File: config.mk
export PLATFORM = sky130hd
export DESIGN_NAME = fp8_adder
export DESIGN_NICKNAME = d
export VERILOG_FILES = /design/src/rtl/fp8_pkg.sv /design/src/rtl/fp8_unpack.sv /design/src/rtl/fp8_align_add.sv /design/src/rtl/fp8_norm_round.sv /design/src/rtl/fp8_adder.sv
export SDC_FILE = /design/constraint.sdc
export NUM_CORES = 1
export LEC_CHECK = 0
export BUFFER_PORTS_ARGS = -buffer_cell sky130_fd_sc_hd__buf_2
export CAP_MARGIN = 25
export CORE_MARGIN = 3
export CORE_UTILIZATION = 50
export DETAILED_ROUTE_END_ITERATION = 16
export GPL_TIMING_DRIVEN = 0
export PLACE_DENSITY = 0.71
export SYNTH_ARGS = -nofsm -noshare
export SYNTH_HDL_FRONTEND = slang
export SYNTH_SLANG_ARGS = --single-unit
File: constraint.sdc
create_clock -name vclk -period 12.5
set_input_delay 1.25 -clock vclk [all_inputs]
set_output_delay 1.25 -clock vclk [all_outputs]
set_load 0.02 [all_outputs]
File: src/rtl/fp8_pkg.sv
package fp8_pkg;

    // Operand classes seen by the result selector
    typedef enum logic [2:0] {
        CLS_ZERO,
        CLS_SUB,
        CLS_NORM,
        CLS_INF,
        CLS_NAN
    } opnd_cls_e;

    // Result path chosen by the top-level selector
    typedef enum logic [2:0] {
        PATH_NAN,
        PATH_INF_A,
        PATH_INF_B,
        PATH_ZERO,
        PATH_FINITE
    } res_path_e;

    // Guard, round and sticky bits kept below the fraction
    localparam int unsigned GRS_W = 3;

endpackage

File: src/rtl/fp8_unpack.sv
module fp8_unpack
    import fp8_pkg::*;
#(
    parameter int unsigned EXP_W = 5,
    parameter int unsigned MAN_W = 2
) (
    input  logic [EXP_W+MAN_W:0] opnd,
    output logic                 sign,
    output opnd_cls_e            cls,
    output logic [EXP_W-1:0]     eff_exp,
    output logic [MAN_W:0]       sig
);

    logic [EXP_W-1:0] exp_f;
    logic [MAN_W-1:0] man_f;
    logic             exp_max;
    logic             exp_min;
    logic             man_nz;

    assign sign    = opnd[EXP_W+MAN_W];
    assign exp_f   = opnd[EXP_W+MAN_W-1:MAN_W];
    assign man_f   = opnd[MAN_W-1:0];
    assign exp_max = &exp_f;
    assign exp_min = ~|exp_f;
    assign man_nz  = |man_f;

    always_comb begin
        if (exp_max) begin
            cls = man_nz ? CLS_NAN : CLS_INF;
        end else if (exp_min) begin
            cls = man_nz ? CLS_SUB : CLS_ZERO;
        end else begin
            cls = CLS_NORM;
        end
    end

    // Subnormals share the scale of the smallest normal, with no hidden one
    always_comb begin
        eff_exp = exp_min ? EXP_W'(1) : exp_f;
        sig     = {~exp_min, man_f};
    end

endmodule

File: src/rtl/fp8_align_add.sv
module fp8_align_add
    import fp8_pkg::*;
#(
    parameter int unsigned EXP_W = 5,
    parameter int unsigned MAN_W = 2
) (
    input  logic                         a_sign,
    input  logic [EXP_W-1:0]             a_exp,
    input  logic [MAN_W:0]               a_sig,
    input  logic                         b_sign,
    input  logic [EXP_W-1:0]             b_exp,
    input  logic [MAN_W:0]               b_sig,
    output logic                         sum_sign,
    output logic [EXP_W-1:0]             sum_exp,
    output logic [MAN_W+GRS_W+1:0]       sum_raw
);

    localparam int unsigned SIG_W = MAN_W + 1;
    localparam int unsigned EXT_W = SIG_W + GRS_W;
    localparam int unsigned RAW_W = EXT_W + 1;

    logic             a_big;
    logic [EXP_W-1:0] big_exp;
    logic [EXP_W-1:0] small_exp;
    logic [EXP_W-1:0] shift_amt;
    logic [EXT_W-1:0] big_ext;
    logic [EXT_W-1:0] small_ext;
    logic [EXT_W-1:0] shifted;
    logic [EXT_W-1:0] aligned;
    logic             sticky;
    logic             eff_sub;

    // Magnitude order: exponent first, then significand
    assign a_big     = {a_exp, a_sig} >= {b_exp, b_sig};
    assign big_exp   = a_big ? a_exp : b_exp;
    assign small_exp = a_big ? b_exp : a_exp;
    assign big_ext   = a_big ? {a_sig, {GRS_W{1'b0}}} : {b_sig, {GRS_W{1'b0}}};
    assign small_ext = a_big ? {b_sig, {GRS_W{1'b0}}} : {a_sig, {GRS_W{1'b0}}};
    assign shift_amt = big_exp - small_exp;
    assign eff_sub   = a_sign ^ b_sign;

    always_comb begin
        shifted = '0;
        sticky  = 1'b0;
        if (int'(shift_amt) >= EXT_W) begin
            sticky = |small_ext;
        end else begin
            shifted = small_ext >> shift_amt;
            for (int i = 0; i < EXT_W; i++) begin
                if (i < int'(shift_amt)) begin
                    sticky = sticky | small_ext[i];
                end
            end
        end
        aligned = {shifted[EXT_W-1:1], shifted[0] | sticky};
    end

    always_comb begin
        if (eff_sub) begin
            sum_raw = RAW_W'(big_ext) - RAW_W'(aligned);
        end else begin
            sum_raw = RAW_W'(big_ext) + RAW_W'(aligned);
        end
        sum_sign = a_big ? a_sign : b_sign;
        sum_exp  = big_exp;
    end

    // The larger magnitude is the minuend, so subtraction never borrows
    always_comb begin
        AST_NO_BORROW: assert (!eff_sub || !sum_raw[RAW_W-1]);
    end

endmodule

File: src/rtl/fp8_norm_round.sv
module fp8_norm_round
    import fp8_pkg::*;
#(
    parameter int unsigned EXP_W = 5,
    parameter int unsigned MAN_W = 2
) (
    input  logic [MAN_W+GRS_W+1:0] sum_raw,
    input  logic [EXP_W-1:0]       sum_exp,
    output logic [EXP_W+MAN_W-1:0] mag_out,
    output logic                   is_zero
);

    localparam int unsigned SIG_W  = MAN_W + 1;
    localparam int unsigned EXT_W  = SIG_W + GRS_W;
    localparam int unsigned RAW_W  = EXT_W + 1;
    localparam int unsigned EXW    = EXP_W + 2;
    localparam int unsigned PACK_W = EXW + MAN_W;
    localparam int unsigned EXP_ONES = (1 << EXP_W) - 1;

    int               lead_zeros;
    int               floor_lim;
    int               lshift;
    logic             found;
    logic [EXT_W-1:0] norm;
    logic [EXW-1:0]   exp_n;
    logic             guard;
    logic             rest;
    logic             inc;
    logic [PACK_W-1:0] pre;
    logic [PACK_W-1:0] rounded;
    logic             ovf;

    assign is_zero = ~|sum_raw;

    // Leading-zero count below the carry position
    always_comb begin
        lead_zeros = EXT_W;
        found      = 1'b0;
        for (int i = EXT_W - 1; i >= 0; i--) begin
            if (!found && sum_raw[i]) begin
                lead_zeros = EXT_W - 1 - i;
                found      = 1'b1;
            end
        end
        floor_lim = int'(sum_exp) - 1;
        lshift    = (lead_zeros < floor_lim) ? lead_zeros : floor_lim;
    end

    always_comb begin
        if (sum_raw[RAW_W-1]) begin
            norm    = sum_raw[RAW_W-1:1];
            norm[0] = sum_raw[1] | sum_raw[0];
            exp_n   = EXW'(sum_exp) + EXW'(1);
        end else begin
            norm  = sum_raw[EXT_W-1:0] << lshift;
            exp_n = norm[EXT_W-1] ? (EXW'(sum_exp) - EXW'(lshift)) : '0;
        end
    end

    // Round to nearest, ties to even; the carry ripples into the exponent
    always_comb begin
        guard   = norm[GRS_W-1];
        rest    = |norm[GRS_W-2:0];
        inc     = guard & (rest | norm[GRS_W]);
        pre     = {exp_n, norm[GRS_W+MAN_W-1:GRS_W]};
        rounded = pre + PACK_W'(inc);
        ovf     = rounded[PACK_W-1:MAN_W] >= EXW'(EXP_ONES);
        mag_out = ovf ? {{EXP_W{1'b1}}, {MAN_W{1'b0}}} : rounded[EXP_W+MAN_W-1:0];
    end

    always_comb begin
        AST_NO_OVERFLOW: assert (is_zero || !(&mag_out[EXP_W+MAN_W-1:MAN_W]) || (mag_out[MAN_W-1:0] == '0));
        AST_SUBNORMAL_EXACT: assert (!(sum_exp == EXP_W'(1) && !sum_raw[RAW_W-1]) || !inc);
    end

endmodule

File: src/rtl/fp8_adder.sv
module fp8_adder
    import fp8_pkg::*;
#(
    parameter int unsigned EXP_W = 5,
    parameter int unsigned MAN_W = 2
) (
    input  logic [EXP_W+MAN_W:0] opnd_a,
    input  logic [EXP_W+MAN_W:0] opnd_b,
    output logic [EXP_W+MAN_W:0] sum_out
);

    localparam int unsigned WORD_W = EXP_W + MAN_W + 1;
    localparam int unsigned RAW_W  = MAN_W + 1 + GRS_W + 1;
    localparam logic [WORD_W-1:0] QNAN =
        {1'b0, {EXP_W{1'b1}}, 1'b1, {(MAN_W-1){1'b0}}};

    logic             a_sign, b_sign;
    opnd_cls_e        a_cls, b_cls;
    logic [EXP_W-1:0] a_exp, b_exp;
    logic [MAN_W:0]   a_sig, b_sig;
    logic             s_sign;
    logic [EXP_W-1:0] s_exp;
    logic [RAW_W-1:0] s_raw;
    logic [EXP_W+MAN_W-1:0] s_mag;
    logic             s_zero;
    res_path_e        path;

    fp8_unpack #(.EXP_W(EXP_W), .MAN_W(MAN_W)) i_unpack_a (
        .opnd(opnd_a), .sign(a_sign), .cls(a_cls), .eff_exp(a_exp), .sig(a_sig)
    );

    fp8_unpack #(.EXP_W(EXP_W), .MAN_W(MAN_W)) i_unpack_b (
        .opnd(opnd_b), .sign(b_sign), .cls(b_cls), .eff_exp(b_exp), .sig(b_sig)
    );

    fp8_align_add #(.EXP_W(EXP_W), .MAN_W(MAN_W)) i_align_add (
        .a_sign(a_sign), .a_exp(a_exp), .a_sig(a_sig),
        .b_sign(b_sign), .b_exp(b_exp), .b_sig(b_sig),
        .sum_sign(s_sign), .sum_exp(s_exp), .sum_raw(s_raw)
    );

    fp8_norm_round #(.EXP_W(EXP_W), .MAN_W(MAN_W)) i_norm_round (
        .sum_raw(s_raw), .sum_exp(s_exp), .mag_out(s_mag), .is_zero(s_zero)
    );

    // Path selection: NaN outranks infinity, infinity outranks finite sums
    always_comb begin
        if (a_cls == CLS_NAN || b_cls == CLS_NAN) begin
            path = PATH_NAN;
        end else if (a_cls == CLS_INF && b_cls == CLS_INF && a_sign != b_sign) begin
            path = PATH_NAN;
        end else if (a_cls == CLS_INF) begin
            path = PATH_INF_A;
        end else if (b_cls == CLS_INF) begin
            path = PATH_INF_B;
        end else if (s_zero) begin
            path = PATH_ZERO;
        end else begin
            path = PATH_FINITE;
        end
    end

    always_comb begin
        unique case (path)
            PATH_NAN:    sum_out = QNAN;
            PATH_INF_A:  sum_out = opnd_a;
            PATH_INF_B:  sum_out = opnd_b;
            PATH_ZERO:   sum_out = {a_sign & b_sign, {(WORD_W-1){1'b0}}};
            PATH_FINITE: sum_out = {s_sign, s_mag};
            default:     sum_out = QNAN;
        endcase
    end

    // Port-level checks, decoded straight from the operand words
    logic a_is_nan, b_is_nan, a_is_inf, b_is_inf;
    assign a_is_nan = (&opnd_a[WORD_W-2:MAN_W]) && (|opnd_a[MAN_W-1:0]);
    assign b_is_nan = (&opnd_b[WORD_W-2:MAN_W]) && (|opnd_b[MAN_W-1:0]);
    assign a_is_inf = (&opnd_a[WORD_W-2:MAN_W]) && !(|opnd_a[MAN_W-1:0]);
    assign b_is_inf = (&opnd_b[WORD_W-2:MAN_W]) && !(|opnd_b[MAN_W-1:0]);

    always_comb begin
        AST_NAN_OUT: assert (!(a_is_nan || b_is_nan) || sum_out == QNAN);
        AST_INF_CLASH: assert (!(a_is_inf && b_is_inf && opnd_a[WORD_W-1] != opnd_b[WORD_W-1]) || sum_out == QNAN);
        AST_INF_PASS: assert (!(a_is_inf && !b_is_nan && !b_is_inf) || sum_out == opnd_a);
        AST_NEG_ZERO: assert (!(opnd_a == {1'b1, {(WORD_W-1){1'b0}}} && opnd_b == opnd_a) || sum_out == opnd_a);
    end

endmodule

After elaboration in Yosys (flattened, before gate mapping)
Index checks and enable logic that the tools add are counted.
Widths: inputs -> output; s select.

word-level totals
  output and inout port bits = 8
  bits of input ports = 16
  register bits = 0

operators by class
  bitwise logic cells = 11
  add/subtract/negate cells = 7
  mux-type cells = 51
  shift-type cells = 2
  magnitude comparators = 10
  eq/ne operators = 9
  reduce and logical (&&, ||, !) cells = 22

operators with widths
  operator            number
  $mux 32             6
  $mux 3              12
  $lt 32x32->1        1
  $pmux 8 s4          1
  $shl 6x32->6        1
  $mux 7              4
  $mux 5              5
  $mux 1              20
  $mux 6              3
  $eq 3x2->1 const B  4
  $lt 1x5->1 const A  2
  $lt 2x5->1 const A  2
  $lt 3x5->1 const A  2
  $reduce_and 5->1    2
  $reduce_or 5->1     2
  $add 9x1->9         1
  $eq 3x3->1 const B  3
  $ge 8x8->1          1
  $or 1x1->1          8
  $add 6x6->7         1
  $ge 7x5->1 const B  1
  $logic_and 1x1->1   7
  $reduce_or 7->1     1
  $sub 5x7->7         1
  other kinds (14)    21

Longest topological paths before layout
  word-level depth = 53
  gate-level depth with buffers = 52
  mapped depth without buffers = 48

Hierarchy
From an unflattened synthesis, not the netlist that was laid out.

unflattened totals
  cells, all modules = 454
  area total of the unflattened synthesis = 3120.5 µm²

modules (own cells, without submodules)
  module          cells an instance  area each (µm²)  sequential area each (µm²)  instances
  fp8_norm_round  196                1343.8           0.0                         1
  fp8_align_add   181                1236.2           0.0                         1
  fp8_adder       41                 317.8            0.0                         1
  fp8_unpack      18                 111.4            0.0                         2

Least setup slack after synthesis
No wires, ideal clock.

  kind = in2out
  start point = input opnd_a[3]
  end point = output sum_out[1]
  path slack = -0.142 ns
  path buffers = 5
  required time = 11.250 ns
  data arrival time = 11.392 ns
  stages on the path = 47
  cell sequence = clkbuf_1 > nor4_1 > nand2_1 > ha_1 > o21a_1 > o2111a_1 > a21o_1 > buf_6 > buf_2 > mux2i_1 > ha_1 > nor2_1 > a32o_1 > a2111oi_1 > nand2_1 > o32ai_1 > nor4_1 > or2_1 > [11 not listed] > o21a_1 > o22ai_1 > inv_1 > o31ai_1 > nor4b_1 > nand2b_1 > inv_1 > ha_1 > nor2b_1 > o21ai_0 > nand2b_1 > mux2i_1 > xor2_1 > a221oi_1 > and2_1 > a221oi_4 > nand2_2 > o31ai_1

between the ends
  cells in the longest elaborated chain, start to end = 53

RTL lines
  element                    line                                      RTL
  start: declaration         fp8_adder.sv:7                            input logic [EXP_W+MAN_W:0] opnd_a,
  $reduce_or 5->1            fp8_unpack.sv:24                          assign exp_min = ~|exp_f;
  $mux 5                     fp8_unpack.sv:39                          eff_exp = exp_min ? EXP_W'(1) : exp_f;
  $ge 8x8->1                 fp8_align_add.sv:34                       assign a_big = {a_exp, a_sig} >= {b_exp, b_sig};
  $mux 5 (on tied branches)  fp8_align_add.sv:35, fp8_align_add.sv:36
  $sub 5x5->5                fp8_align_add.sv:39                       assign shift_amt = big_exp - small_exp;
  $lt 1x5->1                 fp8_align_add.sv:50                       if (i < int'(shift_amt)) begin
  $mux 1                     fp8_align_add.sv:50
  $mux 1                     fp8_align_add.sv:45                       if (int'(shift_amt) >= EXT_W) begin
  [37 not listed]            n/a
  $mux 5                     fp8_norm_round.sv:50                      if (sum_raw[RAW_W-1]) begin
  $reduce_or 2->1            fp8_norm_round.sv:63                      rest = |norm[GRS_W-2:0];
  $or 1x1->1                 fp8_norm_round.sv:64                      inc = guard & (rest | norm[GRS_W]);
  $and 1x1->1                fp8_norm_round.sv:64
  $add 9x1->9                fp8_norm_round.sv:66                      rounded = pre + PACK_W'(inc);
  $ge 7x5->1                 fp8_norm_round.sv:67                      ovf = rounded[PACK_W-1:MAN_W] >= EXW'(EXP_ONES);
  $mux 7                     fp8_norm_round.sv:68                      mag_out = ovf ? {{EXP_W{1'b1}}, {MAN_W{1'b0}}} : rounded[EXP_W+MAN_W-1:0];
  $pmux 8 s4 (*)             fp8_adder.sv:64                           unique case (path)
  end: declaration           fp8_adder.sv:9                            output logic [EXP_W+MAN_W:0] sum_out

Every way passes the cells marked *; elsewhere a longest branch is shown, timed or not. The select of a mux whose other input is x is not followed.

Final worst setup path
  start point = input opnd_a[6]
  end point = output sum_out[5]

The elaborated chain is that of the path after synthesis.

==> out/metrics.cfg <==
[timing]
timing.final.ws_setup_ps=413
finalSetupTns_ps=0
report.final.setup_viol=0
share_of_the_cycle_needed_by_the_critical_path_after_routing=0.967
final-hold-violation-count=0
worst_slew_margin_rel=0.404
hold_slack_ps=3000
tightestPinTransition_ps=885
fmaxAchievable_mhz=82.7
drv_slew=0
timing.final.crit_period_ps=12090

[worst_setup_path]
worst_path_largest_cell_delay_ps=460
cp-end-kind=output port
worst_path_max_delay_cell=sky130_fd_sc_hd__xnor3_1
worst_ep_required_time_ps=11250
worstPathArrival_ps=10840
critical_path_fanout_max=15
crit_type=primary input to output port
critPathLaunchType=primary input

[route]
wl_per_cell_um=16.2
route.detailed.vias_per_inst=6.39
drt-pass1-iter-count=5
post_route_drc_violation_count=0
drt_iter0_drc=222
detailroute.via_count=3277
wl_um=8320
number_of_antenna_violating_nets_in_the_routed_design=0

[power]
p_sw_mw=0.410
worst_ir_drop_vdd_v=0.000226
total_leakage_power_nw=1.35
comb_power_share=1.000
switching_share=0.577
cellPowerDensity_nw_per_um2=212
power_report.internal_total_mw=0.300
p_clk_frac=0
power.sequential.fraction=0

[layout]
post-route-util=0.638
drive_gt1_frac=0.242
mostFrequentLayoutCell=sky130_fd_sc_hd__nand2_1
clock_buffers=0
commonest_non_fill_non_tap_cells_in_the_layout=sky130_fd_sc_hd__nand2_1 (43), sky130_fd_sc_hd__nor2_1 (37), sky130_fd_sc_hd__inv_1 (24), sky130_fd_sc_hd__buf_2 (24), sky130_fd_sc_hd__buf_4 (21)
layout.nets=486
sequential_cell_area_um2=0
area_growth_from_synthesis_to_layout_pct=20.3
nFlopsAndLatches=0
antenna_cells_inserted=0
final_cell_count_no_fill=513

[placed_design]
dp_cells=497
place_ws_ps=-1730
buffer_ports.inserted=23
globalplace.congestion=0.908
detailedPlacementHpwl_um=6190

[yosys]
avgSynthCellArea_um2=6.88
yosys.cell_types.count=80
synth_warnings=0
syn_inst=404
synth.net_count=445
mappedNetlistArea_um2=2780
yosysSeqAreaShare=0

[global_routing]
grt_antenna_before_repair=0
track_usage=0.239
grt_first_pass_wirelength_um=12900
overflow=0
pin_count_of_the_biggest_net_entering_global_routing=16
grt_pass1_vias=2759

[floorplanning]
initial_core_util=0.531
core_um2=5240
floorplan.die_area_um2=6490
die_w_um=80.6
placement_rows=26
num_io_pins=24
die_y_um=80.6

[status]
status=finished, final reports clean

[min_path]
timing.hold.worst.start=opnd_a[7]
holdCritPathClass=primary input to output port
holdPathStages=4
hold_end=sum_out[7]

[clock_tree]
hold_buffers=0

[run]
maxCapViolCount=0

[through the flow]
stage | instance area [um2] | total power, mW
after floorplan | 2790 | 0.482
after global placement | 2990 | 0.597
after detailed placement | 2990 | 0.605
after CTS | 3140 | 0.638
after global routing | 3340 | 0.770
final | 3340 | 0.710
[critical path, delay by kind of cell]
kind,cells,cell delay (ps)
AO/OA/AOI/OAI,14,3230
AND/OR/NAND/NOR,12,2320
adder cells (fa/ha/maj),7,1930
buffers and inverters,8,980
XOR/XNOR,2,620
multiplexers,2,480
[how the worst max path moves through the flow]
stage	start	end	slack [ps]	cells past startpoint
after global placement	opnd_a[3]	sum_out[1]	-1690	48
after CTS	opnd_b[3]	sum_out[1]	140	50
after global routing	opnd_a[6]	sum_out[5]	-110	52
after floorplan	opnd_a[3]	sum_out[1]	-10	47
final	opnd_a[6]	sum_out[5]	410	45
after detailed placement	opnd_a[3]	sum_out[1]	-1730	48
[routing by layer]
metal / up-vias / GRT usage / wire length (um)
met3: 12 / 0.0146 / 496
met5: - / 0 / 0
met2: 140 / 0.387 / 3750
met4: 0 / 0.0304 / 96
li1: 1602 / - / -
met1: 1523 / 0.352 / 3970
[Yosys cell counts (all sizes together), types with 6 or more instances]
library cell  number  area share
inv               24       0.032
nand3             17       0.031
a211oi             8       0.022
xnor2             13       0.046
o21ai             25       0.045
ha                24        0.11
nor4               7       0.016
mux2i             15       0.059
a21oi             24       0.045
and2               6       0.014
nand2             46       0.063
clkbuf            15       0.020
xor2               7       0.022
o31ai              7       0.027
nor3              11       0.020
a21o               8       0.022
a31oi             10       0.025
nor2              38       0.051
nand2b            11       0.025
[power by group through the flow]
stage | clock [mW] | sequential [mW] | combinational, mW
after floorplan | 0 | 0 | 0.482
after global placement | 0 | 0 | 0.597
after detailed placement | 0 | 0 | 0.605
after CTS | 0 | 0 | 0.638
after global routing | 0 | 0 | 0.770
final | 0 | 0 | 0.710
[timing repair]
action | 4_1_cts | 5_1_grt
resized for setup | 19 | 28
endpoints found under the setup margin | 7 | 7
pin swaps | 3 | 12
buffers inserted | 8 | 12
cloned | 0 | 0
[cell families after synthesis]
group	synth area share
compound gates	0.382
xor+xnor	0.0765
fa+ha+maj	0.115
buf+inv	0.0603
mux	0.0720
other cells	0.00135
simple gates	0.293
[layout make-up]
type / instances / area [um2]
inverter: 24 / 90.1
fill: 476 / 1890
tap: 70 / 87.6
timing repair buffer: 43 / 268
buffer: 14 / 62.6
multi-input combinational: 362 / 2840
(Power assumes the default switching activity.)
